==> config.mk <==
export PLATFORM = sky130hd
export DESIGN_NAME = dag_unit
export DESIGN_NICKNAME = d
export VERILOG_FILES = /design/src/rtl/dag_pkg.sv /design/src/rtl/dag_regfile.sv /design/src/rtl/dag_wrap.sv /design/src/rtl/dag_addr_stage.sv /design/src/rtl/dag_unit.sv
export SDC_FILE = /design/constraint.sdc
export NUM_CORES = 2
export LEC_CHECK = 0
export BUFFER_PORTS_ARGS = -buffer_cell sky130_fd_sc_hd__buf_2
export CORE_MARGIN = 2
export CORE_UTILIZATION = 40
export CTS_CLUSTER_SIZE = 20
export DETAILED_ROUTE_END_ITERATION = 8
export SLEW_MARGIN = 25
export SYNTH_ARGS = -nofsm -noshare
export SYNTH_HDL_FRONTEND = slang
export SYNTH_SLANG_ARGS = --single-unit
==> constraint.sdc <==
create_clock -name clk -period 16.2 [get_ports clk]
set_input_delay 1.62 -clock clk [delete_from_list [all_inputs] [get_ports clk]]
set_output_delay 1.62 -clock clk [all_outputs]
set_load 0.01 [all_outputs]
==> src/rtl/dag_pkg.sv <==
// Package: shared bank codes for the address generator.
// Assumes: the four bank codes are fixed and shared by the write and readback ports.
package dag_pkg;
    typedef enum logic [1:0] {
        BANK_PTR  = 2'd0,
        BANK_MOD  = 2'd1,
        BANK_LEN  = 2'd2,
        BANK_BASE = 2'd3
    } bank_e;
endpackage

==> src/rtl/dag_regfile.sv <==
// Module: dag_regfile
// Holds the pointer, modifier, length and base banks. The write port has
// priority over the post-modify update. A base write also seeds the pointer
// of the same index.
// Assumes: at most one pointer update per cycle; readback is combinational.
module dag_regfile
    import dag_pkg::*;
#(
    parameter int AW   = 32,
    parameter int NREG = 8,
    localparam int IW  = $clog2(NREG)
) (
    input  logic                     clk,
    input  logic                     rst_n,
    input  logic                     wr_en,
    input  logic [1:0]               wr_sel,
    input  logic [IW-1:0]            wr_idx,
    input  logic [AW-1:0]            wr_data,
    input  logic                     upd_en,
    input  logic [IW-1:0]            upd_idx,
    input  logic [AW-1:0]            upd_val,
    input  logic [1:0]               rd_sel,
    input  logic [IW-1:0]            rd_idx,
    output logic [AW-1:0]            rd_data,
    output logic [NREG-1:0][AW-1:0]  ptr_o,
    output logic [NREG-1:0][AW-1:0]  mod_o,
    output logic [NREG-1:0][AW-1:0]  len_o,
    output logic [NREG-1:0][AW-1:0]  base_o
);

    logic [NREG-1:0][AW-1:0] ptr_q, mod_q, len_q, base_q;

    generate
        for (genvar g = 0; g < NREG; g++) begin : g_entry
            logic hit_ptr, hit_mod, hit_len, hit_base;
            assign hit_ptr  = wr_en && (wr_idx == IW'(g)) && (wr_sel == BANK_PTR);
            assign hit_mod  = wr_en && (wr_idx == IW'(g)) && (wr_sel == BANK_MOD);
            assign hit_len  = wr_en && (wr_idx == IW'(g)) && (wr_sel == BANK_LEN);
            assign hit_base = wr_en && (wr_idx == IW'(g)) && (wr_sel == BANK_BASE);

            // Pointer entry: explicit or base-seed write wins over the update.
            always_ff @(posedge clk) begin
                if (!rst_n)
                    ptr_q[g] <= '0;
                else if (hit_ptr || hit_base)
                    ptr_q[g] <= wr_data;
                else if (upd_en && (upd_idx == IW'(g)))
                    ptr_q[g] <= upd_val;
            end

            // Modifier, length and base entries: loaded only by the write port.
            always_ff @(posedge clk) begin
                if (!rst_n) begin
                    mod_q[g]  <= '0;
                    len_q[g]  <= '0;
                    base_q[g] <= '0;
                end else begin
                    if (hit_mod)  mod_q[g]  <= wr_data;
                    if (hit_len)  len_q[g]  <= wr_data;
                    if (hit_base) base_q[g] <= wr_data;
                end
            end
        end
    endgenerate

    // Readback multiplexer over the four banks.
    always_comb begin
        unique case (bank_e'(rd_sel))
            BANK_PTR:  rd_data = ptr_q[rd_idx];
            BANK_MOD:  rd_data = mod_q[rd_idx];
            BANK_LEN:  rd_data = len_q[rd_idx];
            default:   rd_data = base_q[rd_idx];
        endcase
    end

    assign ptr_o  = ptr_q;
    assign mod_o  = mod_q;
    assign len_o  = len_q;
    assign base_o = base_q;

    AST_PTR_HOLD_IDLE: assert property (@(posedge clk) disable iff (!rst_n)
        (!upd_en && !wr_en) |=> $stable(ptr_q));

    AST_PTR_WRITE_WINS: assert property (@(posedge clk) disable iff (!rst_n)
        (wr_en && wr_sel == BANK_PTR) |=> (ptr_q[$past(wr_idx)] == $past(wr_data)));

    AST_BASE_SEEDS_PTR: assert property (@(posedge clk) disable iff (!rst_n)
        (wr_en && wr_sel == BANK_BASE) |=>
            (ptr_q[$past(wr_idx)] == $past(wr_data) && base_q[$past(wr_idx)] == $past(wr_data)));

endmodule

==> src/rtl/dag_wrap.sv <==
// Module: dag_wrap
// Combinational post-modify advance. With a zero length the result is the
// plain sum. Otherwise the offset from the base is moved by the signed
// modifier and folded back once into [0, len).
// Assumes: pointer lies inside its buffer, |modifier| <= length, and
// base+length does not pass 2^AW.
module dag_wrap #(
    parameter int AW = 32
) (
    input  logic [AW-1:0] ptr_i,
    input  logic [AW-1:0] mod_i,
    input  logic [AW-1:0] len_i,
    input  logic [AW-1:0] base_i,
    output logic [AW-1:0] next_o
);

    logic [AW-1:0] offset;
    logic [AW+1:0] raw;
    logic          raw_neg;
    logic          raw_over;
    logic [AW-1:0] folded;

    // Fold the moved offset back into the buffer and rebase it.
    always_comb begin
        offset   = ptr_i - base_i;
        raw      = {2'b00, offset} + {{2{mod_i[AW-1]}}, mod_i};
        raw_neg  = raw[AW+1];
        raw_over = !raw_neg && (raw >= {2'b00, len_i});
        if (raw_neg)
            folded = raw[AW-1:0] + len_i;
        else if (raw_over)
            folded = raw[AW-1:0] - len_i;
        else
            folded = raw[AW-1:0];
        if (len_i == '0)
            next_o = ptr_i + mod_i;
        else
            next_o = base_i + folded;
    end

endmodule

==> src/rtl/dag_addr_stage.sv <==
// Module: dag_addr_stage
// Output register for the generated address and its valid flag.
// Assumes: one request per clock; the address holds its value when idle.
module dag_addr_stage #(
    parameter int AW = 32
) (
    input  logic          clk,
    input  logic          rst_n,
    input  logic          req_valid,
    input  logic [AW-1:0] addr_d,
    output logic [AW-1:0] addr_q,
    output logic          valid_q
);

    // Capture the address for each accepted request.
    always_ff @(posedge clk) begin
        if (!rst_n) begin
            addr_q  <= '0;
            valid_q <= 1'b0;
        end else begin
            valid_q <= req_valid;
            if (req_valid)
                addr_q <= addr_d;
        end
    end

endmodule

==> src/rtl/dag_unit.sv <==
// Module: dag_unit
// Top of the address generator. Selects the pointer and modifier for the
// request, forms the pre- or post-modify address, drives the wrapped pointer
// update, and registers the address output.
// Assumes: the request reads register values from before the clock edge.
module dag_unit
    import dag_pkg::*;
#(
    parameter int AW   = 32,
    parameter int NREG = 8,
    localparam int IW  = $clog2(NREG)
) (
    input  logic          clk,
    input  logic          rst_n,
    input  logic          req_valid,
    input  logic          req_post,
    input  logic [IW-1:0] req_ptr_idx,
    input  logic [IW-1:0] req_mod_idx,
    input  logic          wr_en,
    input  logic [1:0]    wr_sel,
    input  logic [IW-1:0] wr_idx,
    input  logic [AW-1:0] wr_data,
    input  logic [1:0]    rd_sel,
    input  logic [IW-1:0] rd_idx,
    output logic [AW-1:0] rd_data,
    output logic [AW-1:0] addr_out,
    output logic          addr_valid
);

    logic [NREG-1:0][AW-1:0] ptr_all, mod_all, len_all, base_all;
    logic [AW-1:0] sel_ptr, sel_mod, sel_len, sel_base;
    logic [AW-1:0] next_ptr;
    logic [AW-1:0] addr_d;
    logic          upd_en;

    dag_regfile #(.AW(AW), .NREG(NREG)) regs_i (
        .clk     (clk),
        .rst_n   (rst_n),
        .wr_en   (wr_en),
        .wr_sel  (wr_sel),
        .wr_idx  (wr_idx),
        .wr_data (wr_data),
        .upd_en  (upd_en),
        .upd_idx (req_ptr_idx),
        .upd_val (next_ptr),
        .rd_sel  (rd_sel),
        .rd_idx  (rd_idx),
        .rd_data (rd_data),
        .ptr_o   (ptr_all),
        .mod_o   (mod_all),
        .len_o   (len_all),
        .base_o  (base_all)
    );

    // Pick the operands named by the request.
    always_comb begin
        sel_ptr  = ptr_all[req_ptr_idx];
        sel_mod  = mod_all[req_mod_idx];
        sel_len  = len_all[req_ptr_idx];
        sel_base = base_all[req_ptr_idx];
        upd_en   = req_valid && req_post;
        addr_d   = req_post ? sel_ptr : (sel_ptr + sel_mod);
    end

    dag_wrap #(.AW(AW)) wrap_i (
        .ptr_i  (sel_ptr),
        .mod_i  (sel_mod),
        .len_i  (sel_len),
        .base_i (sel_base),
        .next_o (next_ptr)
    );

    dag_addr_stage #(.AW(AW)) out_i (
        .clk       (clk),
        .rst_n     (rst_n),
        .req_valid (req_valid),
        .addr_d    (addr_d),
        .addr_q    (addr_out),
        .valid_q   (addr_valid)
    );

    // Conditions under which the wrapped result must stay inside the buffer.
    logic [AW-1:0] mod_mag;
    logic          wrap_case;
    logic          ptr_overwritten;
    always_comb begin
        mod_mag         = sel_mod[AW-1] ? (~sel_mod + 1'b1) : sel_mod;
        ptr_overwritten = wr_en && (wr_idx == req_ptr_idx) &&
                          (wr_sel == BANK_PTR || wr_sel == BANK_BASE);
        wrap_case       = upd_en && !ptr_overwritten && (sel_len != '0) &&
                          (sel_ptr >= sel_base) && (sel_ptr - sel_base < sel_len) &&
                          (mod_mag <= sel_len);
    end

    AST_VALID_AFTER_REQ: assert property (@(posedge clk) disable iff (!rst_n)
        req_valid |=> addr_valid);

    AST_NO_VALID_IDLE: assert property (@(posedge clk) disable iff (!rst_n)
        !req_valid |=> !addr_valid);

    AST_WRAP_IN_BUFFER: assert property (@(posedge clk) disable iff (!rst_n)
        wrap_case |=> ((ptr_all[$past(req_ptr_idx)] >= $past(sel_base)) &&
                       (ptr_all[$past(req_ptr_idx)] - $past(sel_base) < $past(sel_len))));

    AST_POST_ISSUES_OLD_PTR: assert property (@(posedge clk) disable iff (!rst_n)
        (req_valid && req_post) |=> (addr_out == $past(ptr_all[req_ptr_idx])));

endmodule

# Word-level counts from Yosys, hierarchy flattened
# Cells that the tools add are included.
[classes]
add_sub_neg = 6
magnitude_cmp = 4
eq_ne = 19
mux = 37
n_reduce_logical = 72
[ops]
columns = ["op", "count"]
rows = [
  ["$mux W32", 28],
  ["$bmux W32 S3", 8],
  ["$add A32 B32 Y32", 3],
  ["$pmux W32 S3", 1],
  ["$sub A32 B32 Y32", 2],
  ["$logic_and A1 B1 Y1", 50],
  ["$add A33 B32 Y34", 1],
  ["$ge A34 B32 Y1", 1],
  ["$logic_not A32 Y1", 1],
  ["$eq A3 B3 Y1 const B", 8],
  ["$reduce_bool A2 Y1", 8],
  ["$eq A3 B2 Y1 const B", 4],
  ["$lt A3 B4 Y1 const B", 3],
  ["$logic_or A1 B1 Y1", 8],
  ["$eq A2 B2 Y1 const B", 3],
  ["$eq A3 B1 Y1 const B", 2],
  ["$logic_not A3 Y1", 2],
  ["$eq A2 B1 Y1 const B", 2],
  ["$logic_not A2 Y1", 2],
  ["$logic_not A1 Y1", 1],
]
[word_totals]
ff_bits = 1057
wordCells = 172

# Logic depth before layout (Yosys ltp)
[depth]
ltp_word = 12
ltp_mapped = 63

# Cells and area by module
# From an unflattened synthesis, not the netlist that was laid out.
[unflattened]
hier_cells = 7565
hier_area_um2 = 69461.6
[modules_own_cells]
columns = ["mod", "n_inst", "cells_per_inst", "area_per_inst_um2", "seq_area_each_um2"]
rows = [
  ["dag_regfile", 1, 5240, 48565.3, 20499.7],
  ["dag_wrap", 1, 1459, 10085.9, 0.0],
  ["dag_unit", 1, 761, 9540.4, 0.0],
  ["dag_addr_stage", 1, 105, 1270.0, 660.6],
]

# Worst setup path after synthesis
# OpenSTA, ideal clock, no wires.
[synth_timing]
path_type = "input port to flip-flop"
from = "input req_ptr_idx[0]"
to = "register regs_i.ptr_q (netlist bit regs_i.ptr_o[127])"
setup_ns = 0.088
arrival_time_ns = 13.957
required_ns = 16.112
path_slack_ns = 2.155
stages = 60
path_buffers = 10
path_cell_list = "buf_2 > buf_4 > buf_2 > buf_2 > buf_2 > clkbuf_1 > buf_2 > mux4_2 > mux2i_1 > ha_1 > nor2b_1 > o21ai_0 > a21boi_0 > o21a_1 > o21a_1 > nor3_1 > or3_1 > nand2b_1 > [24 not listed] > a21oi_2 > nand2_1 > clkbuf_1 > o221a_2 > ha_1 > a211o_1 > a2111oi_2 > o211ai_1 > and2_1 > nor3_2 > nor4b_1 > o31ai_4 > mux2i_1 > or3_1 > clkbuf_1 > nor2_1 > mux2_4 > o32ai_2"
[synth_between]
elab_chain_cells = 12
[synth_lines]
columns = ["element", "line", "rtl"]
rows = [
  ["start, declared", "dag_unit.sv:17", "input logic [IW-1:0] req_ptr_idx,"],
  ["$bmux W32 S3 (on tied branches)", "dag_unit.sv:57, dag_unit.sv:60", ""],
  ["$mux W32 (on tied branches)", "dag_unit.sv:57, dag_unit.sv:60", ""],
  ["$sub A32 B32 Y32", "-", ""],
  ["$add A33 B32 Y34", "dag_wrap.sv:26", "raw = {2'b00, offset} + {{2{mod_i[AW-1]}}, mod_i};"],
  ["$ge A34 B32 Y1 / $logic_not A1 Y1 (equally long branches)", "dag_wrap.sv:28", "raw_over = !raw_neg && (raw >= {2'b00, len_i});"],
  ["$logic_and A1 B1 Y1", "dag_wrap.sv:28", ""],
  ["$mux W32", "dag_wrap.sv:31", "else if (raw_over)"],
  ["$mux W32", "dag_wrap.sv:29", "if (raw_neg)"],
  ["$add A32 B32 Y32", "dag_wrap.sv:38", "next_o = base_i + folded;"],
  ["$mux W32", "dag_wrap.sv:35", "if (len_i == '0)"],
  ["$mux W32", "dag_regfile.sv:47", "else if (upd_en && (upd_idx == IW'(g)))"],
  ["$mux W32", "dag_regfile.sv:45", "else if (hit_ptr || hit_base)"],
  ["end signal, assigned by index", "dag_regfile.sv:46", "ptr_q[g] <= wr_data;"],
  ["end signal, assigned by index", "dag_regfile.sv:48", "ptr_q[g] <= upd_val;"],
  ["end, declared", "dag_regfile.sv:31", "logic [NREG-1:0][AW-1:0] ptr_q, mod_q, len_q, base_q;"],
]
# Several ways; a longest one is shown, not always the timed one. The select of a mux whose other input is x is not followed.
# A chain may end at the register's enable or synchronous reset.

# Worst setup path in the final report
[layout_timing]
from = "input req_ptr_idx[0]"
to = "register regs_i.ptr_q (netlist bit regs_i.ptr_o[84])"
# Same word-level chain as after synthesis.

==> summary.txt <==
Run status
  • Status: completed

STA
  • Fin crit share: 0.9120
  • Fin. Hold Viols: 0
  • RSZ-0062 raised after global routing: false
  • Clk_skew: about 52 ps
  • Setup-failing EPs final: 0
  • Slew margin rel.: 0.1608
  • FMAX: a little under 70 MHz
  • Final min period: about 15000 ps
  • Tightest Pin Transition: 1224 ps
  • Setup TNS: 0 ps
  • Final Max Tran Viols: 0

Final layout
  • NumNets Final: roughly 7400
  • Final Util: 0.4417
  • Area Growth Syn to Fin: 9.598%
  • Fill cells: 15490
  • Fraction of layout cells with a size suffix above 1: 0.1724
  • Post-route cell area: 71010 um2
  • Post-Layout Cell Count: about 9400

Placement
  • Post-Place Cells: 9200
  • Dpl cell area: 66860 um2
  • DP HPWL: between 150 and 200 mm
  • PortBufs: roughly 120
  • Final Wtd Congestion: about 0.94

Logic synthesis
  • Synth warn: 0
  • Post-synth ARST share: 0
  • Syn nets: approximately 7700
  • EDFF count, synth: 0
  • #FFs+latches synth: 1057
  • Post-Synth Adder-Cell Area: 0.03893
  • Distinct cells, synth: 96
  • Post-Syn Area: 64790 um2
  • Top cell type's share of synthesized area: 0.3266
  • Mapped Avg Cell Area: approximately 8.7 um2
  • Multiplexer share of the synthesized area: 0.2339
  • Compound-Gate Fraction of Synth Area: 0.1697
  • Synth top area cells: dfxtp_1 (33%), mux4_2 (20%), nand2_1 (10%)
  • Sequential area share after synthesis: 0.3266
  • Synthesized instance count: 7470
  • Synth Flop Type: dfxtp_1
  • Xor-xnor portion of the synthesized cell area: 0.01417
  • Combinational family with the most area after synthesis: multiplexers
  • Synth area leader: dfxtp_1
  • Synth Area in Simple Gates: 0.1684

Die
  • Die ar.: approximately 170000 um2
  • Die W: 406.5 um
  • Initial Util: 0.4030
  • CORE AREA: ~160000 um2
  • Die Span Y: ~410 um
  • Site Rows: roughly 150
  • Ports: 118

Setup path
  • Arrival time at the worst endpoint: around 15000 ps
  • R2R Setup Slk: 2890 ps
  • Kind of critical path: input pin to flop
  • CP max FO: 70
  • Critical R2R Launch: regs_i.base_o[232]
  • Slowest stage delay, CP: about 900 ps
  • Setup crit start kind: input pin
  • Slowest CP cell: mux2i_1
  • Critical Path RT: between 15000 and 20000 ps
  • R2R depth: 45
  • Critical R2R Capture: regs_i.ptr_o[84]
  • CP endpoint kind: flop

Clock tree
  • CTS clk-pin slew, worst paths: roughly 70 ps
  • Hold_buf cts: 0
  • CTS buffer count: 117
  • Worst-Skew Late Latency: roughly 800 ps
  • Sink Count: 1057
  • Post-CTS Setup Inserts: 0
  • Clock root buffer: clkbuf_16
  • CTS tree: yes
  • Worst-case clock buffer depth: 3
  • Post-CTS resize count: 0
  • Htree depth: 3

Power
  • PwrDens: 112.2 nW/um2
  • Sw frac: 0.3526
  • Reg power frac: 0.335
  • Worst vdd ir: 0.0001028 V
  • P_sw: approximately 2.8 mW
  • Leakage: about 25 nW
  • Clock power share: 0.358
  • Comb power frac: 0.307
  • P_int: 5.158 mW

Detailed routing
  • Post-Route WL: 256.1 mm
  • First-pass detailed-route iteration total: 8
  • # DRC: 0
  • Routed Antenna Nets: 0
  • WL/cell: ~27 um
  • Routed vias: between 50000 and 60000
  • Vias per cell: about 6.3
  • DR iter-0 viols: approximately 7700

Global route
  • Number of global-route vias before repair: roughly 56000
  • Total gr overflow: 0
  • Antenna violations before repair: 26
  • Largest net degree at the start of global routing: 211
  • Total Routing Usage GR: 0.3033
  • First-pass GRT wire length: about 370 mm

Worst hold path
  • Hold Path End: regs_i.mod_o[163]
  • Worst min path class: flop to flop
  • Hold Crit Start: regs_i.mod_o[163]
  • Worst Hold Path Cells: 2

Run
  • Max-cap violations: 0
power groups by stage:
stage	combinational [mW]	clock [mW]	sequential, mW
2_1_floorplan	1.75	0	2.72
3_3_place_gp	2.36	0	2.72
3_5_place_dp	2.38	0	2.73
4_1_cts	2.39	2.87	2.67
5_1_grt	2.62	2.97	2.67
6_report	2.45	2.85	2.67
layout make-up:
class,instances,area (um2),area share
Timing Repair Buffer,243,1674,0.02358
Clock buffer,174,3493,0.04920
Inverter,130,495.5,0.006978
Antenna cell,16,40.04,0.0005638
Clock inverter,42,573.1,0.008070
Sequential cell,1057,21160,0.2980
Multi-Input combinational cell,5610,40870,0.5756
Tap cell,2160,2703,0.03806
logic make-up after synthesis:
kind of cell | count (synthesis)
flip-flops | 1057
AO/OA/AOI/OAI | 1811
buffers and inverters | 803
AND/OR/NAND/NOR | 2724
adder cells (fa/ha/maj) | 198
XOR/XNOR | 104
multiplexers | 773
metal layers:
layer  vias up  part of all wire  global-route usage
met1     29030              0.39              0.4023
li1      26150                 -                   -
met2      3423              0.45              0.4675
met4        18             0.043              0.1348
met3       627              0.12             0.07520
met5         -           0.00039                   0
synth_stat cells (all sizes together) (66+ instances only):
library cell,instances
inv,130
nand2,1786
ha,192
nor2,632
a21o,66
mux2i,90
o21ai,137
mux4,576
dfxtp,1057
buf,93
a211oi,104
nor3,75
xnor2,68
mux2,107
a21oi,1080
o32ai,74
clkbuf,580
sequential cells by signal (all words and copies together) (netlist names):
name,flops
regs_i.mod_o,256
regs_i.ptr_o,256
out_i.addr_q,32
regs_i.base_o,256
out_i.valid_q,1
regs_i.len_o,256
stage by stage:
step	power, mW	hold WS, ps	setup slack [ps]
CTS	7.932	464.0	1848
floorplan	4.473	442.9	2155
finish	7.967	464.6	1425
detailed placement	5.103	456.2	1110
global placement	5.080	448.8	1198
global route	8.269	480.7	735.6
critical path: cells and delay by family:
family,cells,cell delay (ps)
AOI/OAI and AO/OA,24,6170
xor gates and xnor gates,2,340
adders and majority gates,4,1430
buffers and inverters,2,1050
muxes,3,2120
and+or+nand+nor,12,2560
worst max-delay path by stage:
stage	from	to	slack, ps	cells past startpoint
6_report	req_ptr_idx[0]	regs_i.ptr_o[84]	1430	47
5_1_grt	req_ptr_idx[0]	regs_i.ptr_o[188]	740	48
4_1_cts	req_ptr_idx[0]	regs_i.ptr_o[127]	1850	46
3_5_place_dp	req_ptr_idx[0]	regs_i.ptr_o[159]	1110	46
3_3_place_gp	req_ptr_idx[0]	regs_i.ptr_o[127]	1200	49
2_1_floorplan	req_ptr_idx[0]	regs_i.ptr_o[127]	2160	60
cells in the final DEF (no fill, tap or decap), types with 12 or more instances in the layout:
cell type     n
xnor2_1      66
nor2_4       28
o221ai_1     42
buf_2       108
inv_1       125
clkbuf_16   118
o21ai_1      25
o32ai_1      72
a21oi_1    1074
clkbuf_1     23
nand2b_1     37
nor2b_1      27
a31oi_1      16
a21o_1       65
nand3_1      45
o21bai_1     35
nor2_1      595
mux2i_1      72
buf_4       121
o22ai_1      36
nor3_1       69
a311oi_1     22
nand4_1      46
o21a_1       34
ha_1        192
clkbuf_8     33
diode_2      16
mux4_2      576
mux2_2       97
clkinv_2     19
nand2_1    1770
xor2_1       36
or3_1        19
dfxtp_1    1057
and2_1       12
mux2i_2      17
o211ai_1     38
a211oi_1    101
o21ai_0     103
Note: power is estimated with default switching activity, not from simulation.
